## config.mk

```make
export PLATFORM = sky130hd
export DESIGN_NAME = rfsh_sched
export DESIGN_NICKNAME = d
export VERILOG_FILES = /design/src/rtl/rfsh_pkg.sv /design/src/rtl/rfsh_chip_mask.sv /design/src/rtl/rfsh_timer.sv /design/src/rtl/rfsh_seq.sv /design/src/rtl/rfsh_sched.sv
export SDC_FILE = /design/constraint.sdc
export NUM_CORES = 1
export LEC_CHECK = 0
export BUFFER_PORTS_ARGS = -buffer_cell sky130_fd_sc_hd__buf_4
export CORE_ASPECT_RATIO = 1.4
export CORE_MARGIN = 4
export CORE_UTILIZATION = 50
export DETAILED_ROUTE_END_ITERATION = 10
export PLACE_DENSITY = 0.81
export SETUP_SLACK_MARGIN = 0.3
export SLEW_MARGIN = 20
export SYNTH_ARGS = -nofsm -noshare
export SYNTH_HDL_FRONTEND = slang
export SYNTH_SLANG_ARGS = --single-unit
```

## constraint.sdc

```tcl
create_clock -name clk -period 3.8 [get_ports clk]
set_input_delay 0.38 -clock clk [delete_from_list [all_inputs] [get_ports clk]]
set_output_delay 0.38 -clock clk [all_outputs]
set_load 0.01 [all_outputs]
```

## src/rtl/rfsh_pkg.sv

```systemverilog
package rfsh_pkg;

  // Width of a chip index for a given number of chip selects.
  function automatic int unsigned chip_bits(input int unsigned n);
    return (n > 1) ? $clog2(n) : 1;
  endfunction

endpackage

```

## src/rtl/rfsh_chip_mask.sv

```systemverilog
module rfsh_chip_mask #(
  parameter int CHIPS  = 4,
  parameter int CHIP_W = 2
) (
  input  logic [CHIP_W-1:0] active,
  output logic [CHIPS-1:0]  mask
);

  // Chips 0..active are populated; higher selects are masked off first.
  for (genvar g = 0; g < CHIPS; g++) begin : g_bit
    assign mask[g] = (int'(active) >= g);
  end

endmodule

```

## src/rtl/rfsh_timer.sv

```systemverilog
module rfsh_timer #(
  parameter int PERIOD_W = 16
) (
  input  logic                clk,
  input  logic                rst,
  input  logic                en,
  input  logic [PERIOD_W-1:0] period,
  output logic                tick
);

  logic [PERIOD_W-1:0] cnt_q;
  logic                run;

  assign run = en && (period != '0);

  always_ff @(posedge clk) begin
    if (rst) begin
      cnt_q <= '0;
      tick  <= 1'b0;
    end else if (!run) begin
      cnt_q <= period - PERIOD_W'(1);
      tick  <= 1'b0;
    end else if (cnt_q == '0) begin
      cnt_q <= period - PERIOD_W'(1);
      tick  <= 1'b1;
    end else begin
      cnt_q <= cnt_q - PERIOD_W'(1);
      tick  <= 1'b0;
    end
  end

  // a stopped timer never expires on the next edge.
  assert_stopped_no_tick_R5: assert property (@(posedge clk) disable iff (rst)
    !run |=> !tick);

endmodule

```

## src/rtl/rfsh_seq.sv

```systemverilog
module rfsh_seq #(
  parameter int CHIPS  = 4,
  parameter int CHIP_W = 2
) (
  input  logic              clk,
  input  logic              rst,
  input  logic              en,
  input  logic              tick,
  input  logic [CHIPS-1:0]  mask_in,
  input  logic              ready,
  output logic              valid,
  output logic [CHIP_W-1:0] chip,
  output logic              overrun
);

  logic [CHIPS-1:0]  mask_q;
  logic [CHIP_W-1:0] first_idx;
  logic [CHIP_W-1:0] next_idx;
  logic              has_next;
  logic              finish;
  logic              busy;

  // Lowest enabled chip of the incoming mask, and the next enabled chip
  // above the current one in the captured mask.
  always_comb begin
    first_idx = '0;
    next_idx  = chip;
    has_next  = 1'b0;
    for (int i = CHIPS - 1; i >= 0; i--) begin
      if (mask_in[i]) first_idx = CHIP_W'(i);
      if (mask_q[i] && (i > int'(chip))) begin
        next_idx = CHIP_W'(i);
        has_next = 1'b1;
      end
    end
  end

  assign finish = valid && ready && !has_next;
  assign busy   = valid && !finish;

  always_ff @(posedge clk) begin
    if (rst) begin
      valid   <= 1'b0;
      chip    <= '0;
      overrun <= 1'b0;
      mask_q  <= '0;
    end else if (!en) begin
      valid <= 1'b0;
    end else begin
      if (tick && busy) overrun <= 1'b1;
      if (tick && !busy && (mask_in != '0)) begin
        valid  <= 1'b1;
        chip   <= first_idx;
        mask_q <= mask_in;
      end else if (valid && ready) begin
        if (has_next) chip <= next_idx;
        else          valid <= 1'b0;
      end
    end
  end

  // a stalled request holds.
  assert_hold_stall_R4: assert property (@(posedge clk) disable iff (rst)
    (valid && !ready && en) |=> (valid && $stable(chip)));

  // disable clears the request.
  assert_disable_drops_R6: assert property (@(posedge clk) disable iff (rst)
    !en |=> !valid);

  // a walk starts only after an expiry.
  assert_start_after_tick_R2: assert property (@(posedge clk) disable iff (rst)
    $rose(valid) |-> $past(tick));

  // overrun only from an expiry during a pending walk.
  assert_overrun_cause_R8: assert property (@(posedge clk) disable iff (rst)
    $rose(overrun) |-> $past(tick && valid));

  // overrun is sticky.
  assert_overrun_sticky_R8: assert property (@(posedge clk) disable iff (rst)
    overrun |=> overrun);

  // the presented chip is one of the captured populated chips.
  assert_chip_enabled_R3: assert property (@(posedge clk) disable iff (rst)
    valid |-> mask_q[chip]);

endmodule

```

## src/rtl/rfsh_sched.sv

```systemverilog
module rfsh_sched
  import rfsh_pkg::*;
#(
  parameter int CHIPS    = 4,
  parameter int PERIOD_W = 16,
  localparam int CHIP_W  = chip_bits(CHIPS)
) (
  input  logic                clk,
  input  logic                rst,
  input  logic                refresh_en,
  input  logic [PERIOD_W-1:0] period,
  input  logic [CHIP_W-1:0]   active_chips,
  output logic                req_valid,
  output logic [CHIP_W-1:0]   req_chip,
  input  logic                req_ready,
  output logic                overrun
);

  logic [CHIPS-1:0] chip_mask;
  logic             expire;

  rfsh_chip_mask #(.CHIPS(CHIPS), .CHIP_W(CHIP_W)) u_mask (
    .active (active_chips),
    .mask   (chip_mask)
  );

  rfsh_timer #(.PERIOD_W(PERIOD_W)) u_timer (
    .clk    (clk),
    .rst    (rst),
    .en     (refresh_en),
    .period (period),
    .tick   (expire)
  );

  rfsh_seq #(.CHIPS(CHIPS), .CHIP_W(CHIP_W)) u_seq (
    .clk     (clk),
    .rst     (rst),
    .en      (refresh_en),
    .tick    (expire),
    .mask_in (chip_mask),
    .ready   (req_ready),
    .valid   (req_valid),
    .chip    (req_chip),
    .overrun (overrun)
  );

  // reset leaves nothing pending.
  assert_reset_idle_R1: assert property (@(posedge clk)
    rst |=> (!req_valid && !overrun));

endmodule

```

# After elaboration in Yosys (flattened, before gate mapping)
# Index checks and enable logic that the tools add are counted.
# word_totals
register_bits	25
in_bits	22
out_inout_bits	4
wordCells	55
# op_classes
add_sub_neg	2
magnitude_cmp	6
eq_ne	1
mux	15
bitwise_logic	2
reduce_logical	23
# op_table
op	count
$mux W16	2
$sub A16 B1 Y16 const B	2
$logic_not A16 Y1	1
$reduce_bool A16 Y1	1
$mux W2	6
$logic_and A1 B1 Y1	9
$mux W1	7
$reduce_and A2 Y1	3
$ge A2 B2 Y1 const B	2
$gt A2 B2 Y1 const A	2
$reduce_and A4 Y1	1
$reduce_bool A2 Y1	2
$reduce_bool A4 Y1	1
$reduce_or A2 Y1	2
$logic_not A1 Y1	3
$ge A2 B1 Y1 const B	1
$gt A1 B2 Y1 const A	1
$ne A2 B2 Y1 const B	1
$not A1 Y1	2

# Longest topological paths before layout
# depth
ltp_word	13
mapped_depth	8
depth_no_buf	7

# Hierarchy
# Synthesis repeated with hierarchy kept, for this count alone.
# hier_totals
hier_cells	195
hier_area_um2	1722.9
# modules_own_cells
mod	n_inst	cells_per_inst	area_each_um2	seq_area_each_um2
rfsh_timer	1	144	1293.7	340.3
rfsh_seq	1	46	400.4	140.1
rfsh_chip_mask	1	5	28.8	0.0

# Worst setup path after synthesis
# OpenSTA, ideal clock, no wires.
# synth_timing
kind	in2reg
from	input port period[3]
to	register u_timer.cnt_q[14]
setup_time_ns	0.137
arrival_time_ns	1.856
required_ns	3.663
slack_ns	1.807
cell_stages	5
path_buffers	0
path_cell_list	or4_1 or4_4 nor3b_2 xnor2_1 a211oi_2
# synth_via
elab_chain_cells	3
word_cells_on_any_way	5
cone_classes	add/sub: 1; mux: 2; reduce/logical: 2
# synth_rtl
element	line_no	rtl
start, declared	rfsh_sched.sv:11	input logic [PERIOD_W-1:0] period,
$sub A16 B1 Y16 / $reduce_bool A16 Y1 (equally long branches)	rfsh_timer.sv:21, rfsh_timer.sv:24, rfsh_timer.sv:14	
$mux W16 / $logic_and A1 B1 Y1 (equally long branches)	rfsh_timer.sv:23, rfsh_timer.sv:14	
$mux W16 *	rfsh_timer.sv:20	end else if (!run) begin
end signal, assigned	rfsh_timer.sv:21	cnt_q <= period - PERIOD_W'(1);
end signal, assigned	rfsh_timer.sv:24	cnt_q <= period - PERIOD_W'(1);
end signal, assigned	rfsh_timer.sv:27	cnt_q <= cnt_q - PERIOD_W'(1);
end, declared	rfsh_timer.sv:11	logic [PERIOD_W-1:0] cnt_q;
# Mark *: on every way between the ends. The rest lies on a longest branch, timed or not.
# A chain may end at the register's enable or synchronous reset.

# Worst setup path after layout
# layout_timing
from	register u_timer.cnt_q[4]
to	register u_timer.cnt_q[1]
# layout_via
elab_chain_cells	3
# layout_rtl
element	line_no	rtl
$logic_not A16 Y1	rfsh_timer.sv:23	end else if (cnt_q == '0) begin
$mux W16	rfsh_timer.sv:23	
$mux W16	rfsh_timer.sv:20	
# No other way between the ends.

==> qor.csv <==
metric,value,unit
status,finished clean,
reg2reg start,u_timer.cnt_q[4]$_SDFF_PP0_,
setup TNS,0,ns
max-cap violations,0,
first-pass GRT wire length,5.223,mm
hold crit path type,in2reg,
"Reg clk slew, reported paths",0.08,ns
DRT Pass-1 Iters,4,
main combinational cell family by area after synthesis,simple AND/OR/NAND/NOR gates,
Final Hold Viols,0,
Post-Synth Simple-Gate Area,27.91,%
Worst EP arrival,2.45,ns
startpoint types,flop,
clk buf depth,2,
Post-synth ARST share,0,%
RSZ-0062 raised after global routing,no,
Detailed Route Iter0 Violations,44,
syn_nets,213,
syn avg cell area,8.103,um2
CP cell instances,nor4_2 > nand4_1 > o211ai_1 > buf_4 > mux2_2 > nor2_1,
cell taking the most area after synthesis,dfxtp_1,
PD cells,353.7,nW/um2
sequential area share after synthesis,31.71,%
Worst Max-Slew Pin Slew,0.9122,ns
number of synthesized flops with an enable pin,0,
register bit total from synthesis,24,
VDD IR max,0.0001774,V
synthesis-to-finish area growth,19.24,%
CP startpoint,u_timer.cnt_q[4]$_SDFF_PP0_,
RR Endpoint,u_timer.cnt_q[1]$_SDFF_PP0_,
number of remaining DRC errors,0,
H-tree Lvls,1,
Fmax,0.4469,GHz
Die Y,73.14,um
Top-Level Pins,26,
CP top delay family,simple AND/OR/NAND/NOR gates,
post-synthesis adder-cell area fraction,3.303,%
die area,3988,um2
GRT Total Usage,17.45,%
share of cells above drive strength 1,17.45,%
post-DP HPWL,2.466,mm
reg2reg path depth,6,
nets@finish,239,
Syn Inst Count,187,
vias in the first global route,1243,
final setup margin,1.562,ns
Worst path slowest cell,nor4_2,
Critical Path Sink Type,flop,
n_diodes,0,
compound-cell area share of the yosys netlist,17.84,%
CP endpoint,u_timer.cnt_q[1]$_SDFF_PP0_,
core area,2878,um2
Avg WL per Cell,12.70,um
port bufs,25,
crit path buf inv count,1,
Initial Util,52.65,%
post-CTS setup buffer count,0,
Post-Layout Cell Count,249,
Tot Pwr,0.6390,mW
period utilization,58.88,%
crit-path max FO,31,
via count,1369,
Synth Area in XOR/XNOR,14.45,%
Sink Count,24,
mapped cell area,1515,um2
GP Congestion,0.7648,
Die Width,54.53,um
Resized cells post-CTS,0,
setup violators final,0,
CTS tree,done,
Setup CP Type,reg2reg,
Post-DRT Antenna Nets,0,
max-slew violations,0,
Clock Latency Late Sink,0.26,ns
root buffer cell,clkbuf_8,
initial antenna violation count,0,
"Largest stage delay, worst path",0.64,ns
most common cell in the synthesized netlist,nor2_1,
Post-CTS Hold Fix Bufs,0,
top area cells in the synthesized netlist,"dfxtp_1, xnor2_1, nor2_1, a211oi_1, xor2_1",
library cells used by synthesis,37,
largest net degree at the start of global routing,32,
Synth Warn #,0,
final hold slack,0.3078,ns
synth cell count leaders,"nor2_1, dfxtp_1, xnor2_1",
relative slew slack,38.63,%
Setup Skew,0.001166,ns
Leak,0.6401,nW
placed cell count,245,
stages on the worst setup path,6,
row cnt,23,
post-DR vias/cell,5.498,
Worst EP required,4.01,ns
mux cell area share after synthesis,1.404,%
R2R setup slack,1.56,ns
Yosys top cell area share,31.71,%
Num CTS Buffers,3,
gr ovfl total,0,
Synth Flop Type,dfxtp_1,
Place WS,1.468,ns
Tmin final,2.238,ns
final wirelength,3.163,mm
-- flip-flops by register name (all words and copies together) (netlist names) --
name,flops
u_timer.tick,1
u_seq.overrun,1
u_seq.chip,2
u_timer.cnt_q,16
u_seq.valid,1
u_seq.mask_q,3
-- per-layer routing --
| metal | global-route usage, % | vias to the layer above | part of all wire, % |
|---|---|---|---|
| li1 | - | 735 | - |
| met3 | 2.454 | 2 | 5.3 |
| met4 | 4.986 | 0 | 0.98 |
| met2 | 31.29 | 33 | 52 |
| met1 | 20.73 | 599 | 42 |
| met5 | 0 | - | 0 |
-- where the power goes --
part / switching [mW] / internal, mW
clock: 0.0788 / 0.141
combinational: 0.0717 / 0.0616
sequential: 0.0180 / 0.268
-- kinds of logic (layout without fill, tap and decap cells) --
logic type	Yosys count	in the layout
flip-flops	24	24
XOR/XNOR	25	25
AO/OA/AOI/OAI	39	39
buffers and inverters	13	38
AND/OR/NAND/NOR	80	80
adder cells (fa/ha/maj)	4	4
multiplexers	2	2
-- metrics by stage --
stage | util, % | instance area [um2]
after global placement | 60.30 | 1735
final | 62.78 | 1807
after detailed placement | 60.30 | 1735
after CTS | 62.78 | 1807
after global routing | 62.78 | 1807
after floorplan | - | 1515
-- worst reg2reg max path, delay by kind of cell (launching register included) --
kind	cells	cell delay [ns]
AO/OA/AOI/OAI	1	0.17
buffers and inverters	1	0.32
flip-flops	1	0.37
multiplexers	1	0.37
AND/OR/NAND/NOR	3	0.95
-- cells in the final DEF, fill, tap and decap left out, types with 2 or more instances in the layout --
cell type | Yosys | routed
nor4_2 | 2 | 2
o21ai_0 | 5 | 5
a211oi_1 | 11 | 11
clkbuf_8 | 0 | 3
xor2_1 | 9 | 9
o31ai_1 | 2 | 2
a311oi_1 | 2 | 2
nor2_1 | 33 | 33
xnor2_1 | 16 | 16
nand2b_1 | 5 | 5
nor4_1 | 7 | 7
nand2_1 | 6 | 6
a211oi_2 | 2 | 2
ha_1 | 4 | 4
or4_1 | 2 | 2
dfxtp_1 | 24 | 24
buf_4 | 0 | 26
nand3_1 | 5 | 5
inv_1 | 8 | 8
nand4_1 | 8 | 8
nor3_1 | 6 | 6
a21oi_1 | 10 | 10
-- worst min path at each step --
stage                     slack (ns)                           to                       start  cells after the start
after floorplan                 0.45  u_timer.cnt_q[8]$_SDFF_PP0_                         rst                      1
after global placement          0.45   u_seq.overrun$_SDFFE_PP0P_  u_seq.overrun$_SDFFE_PP0P_                      2
after detailed placement        0.46   u_seq.overrun$_SDFFE_PP0P_  u_seq.overrun$_SDFFE_PP0P_                      2
after CTS                       0.30  u_timer.cnt_q[0]$_SDFF_PP0_                   period[0]                      2
after global routing            0.30  u_timer.cnt_q[0]$_SDFF_PP0_                   period[0]                      2
final                           0.31  u_timer.cnt_q[0]$_SDFF_PP0_                   period[0]                      2
-- layout make-up --
class / instances / area [um2]
clock inverters: 1 / 30.03
flip-flops and latches: 24 / 480.5
clock buffers: 3 / 41.29
multi-input cells: 150 / 983.4
well taps: 37 / 46.29
repair buffers: 26 / 195.2
inverters: 8 / 30.03
fillers: 270 / 1071
Power figures use the tool's default switching activity.
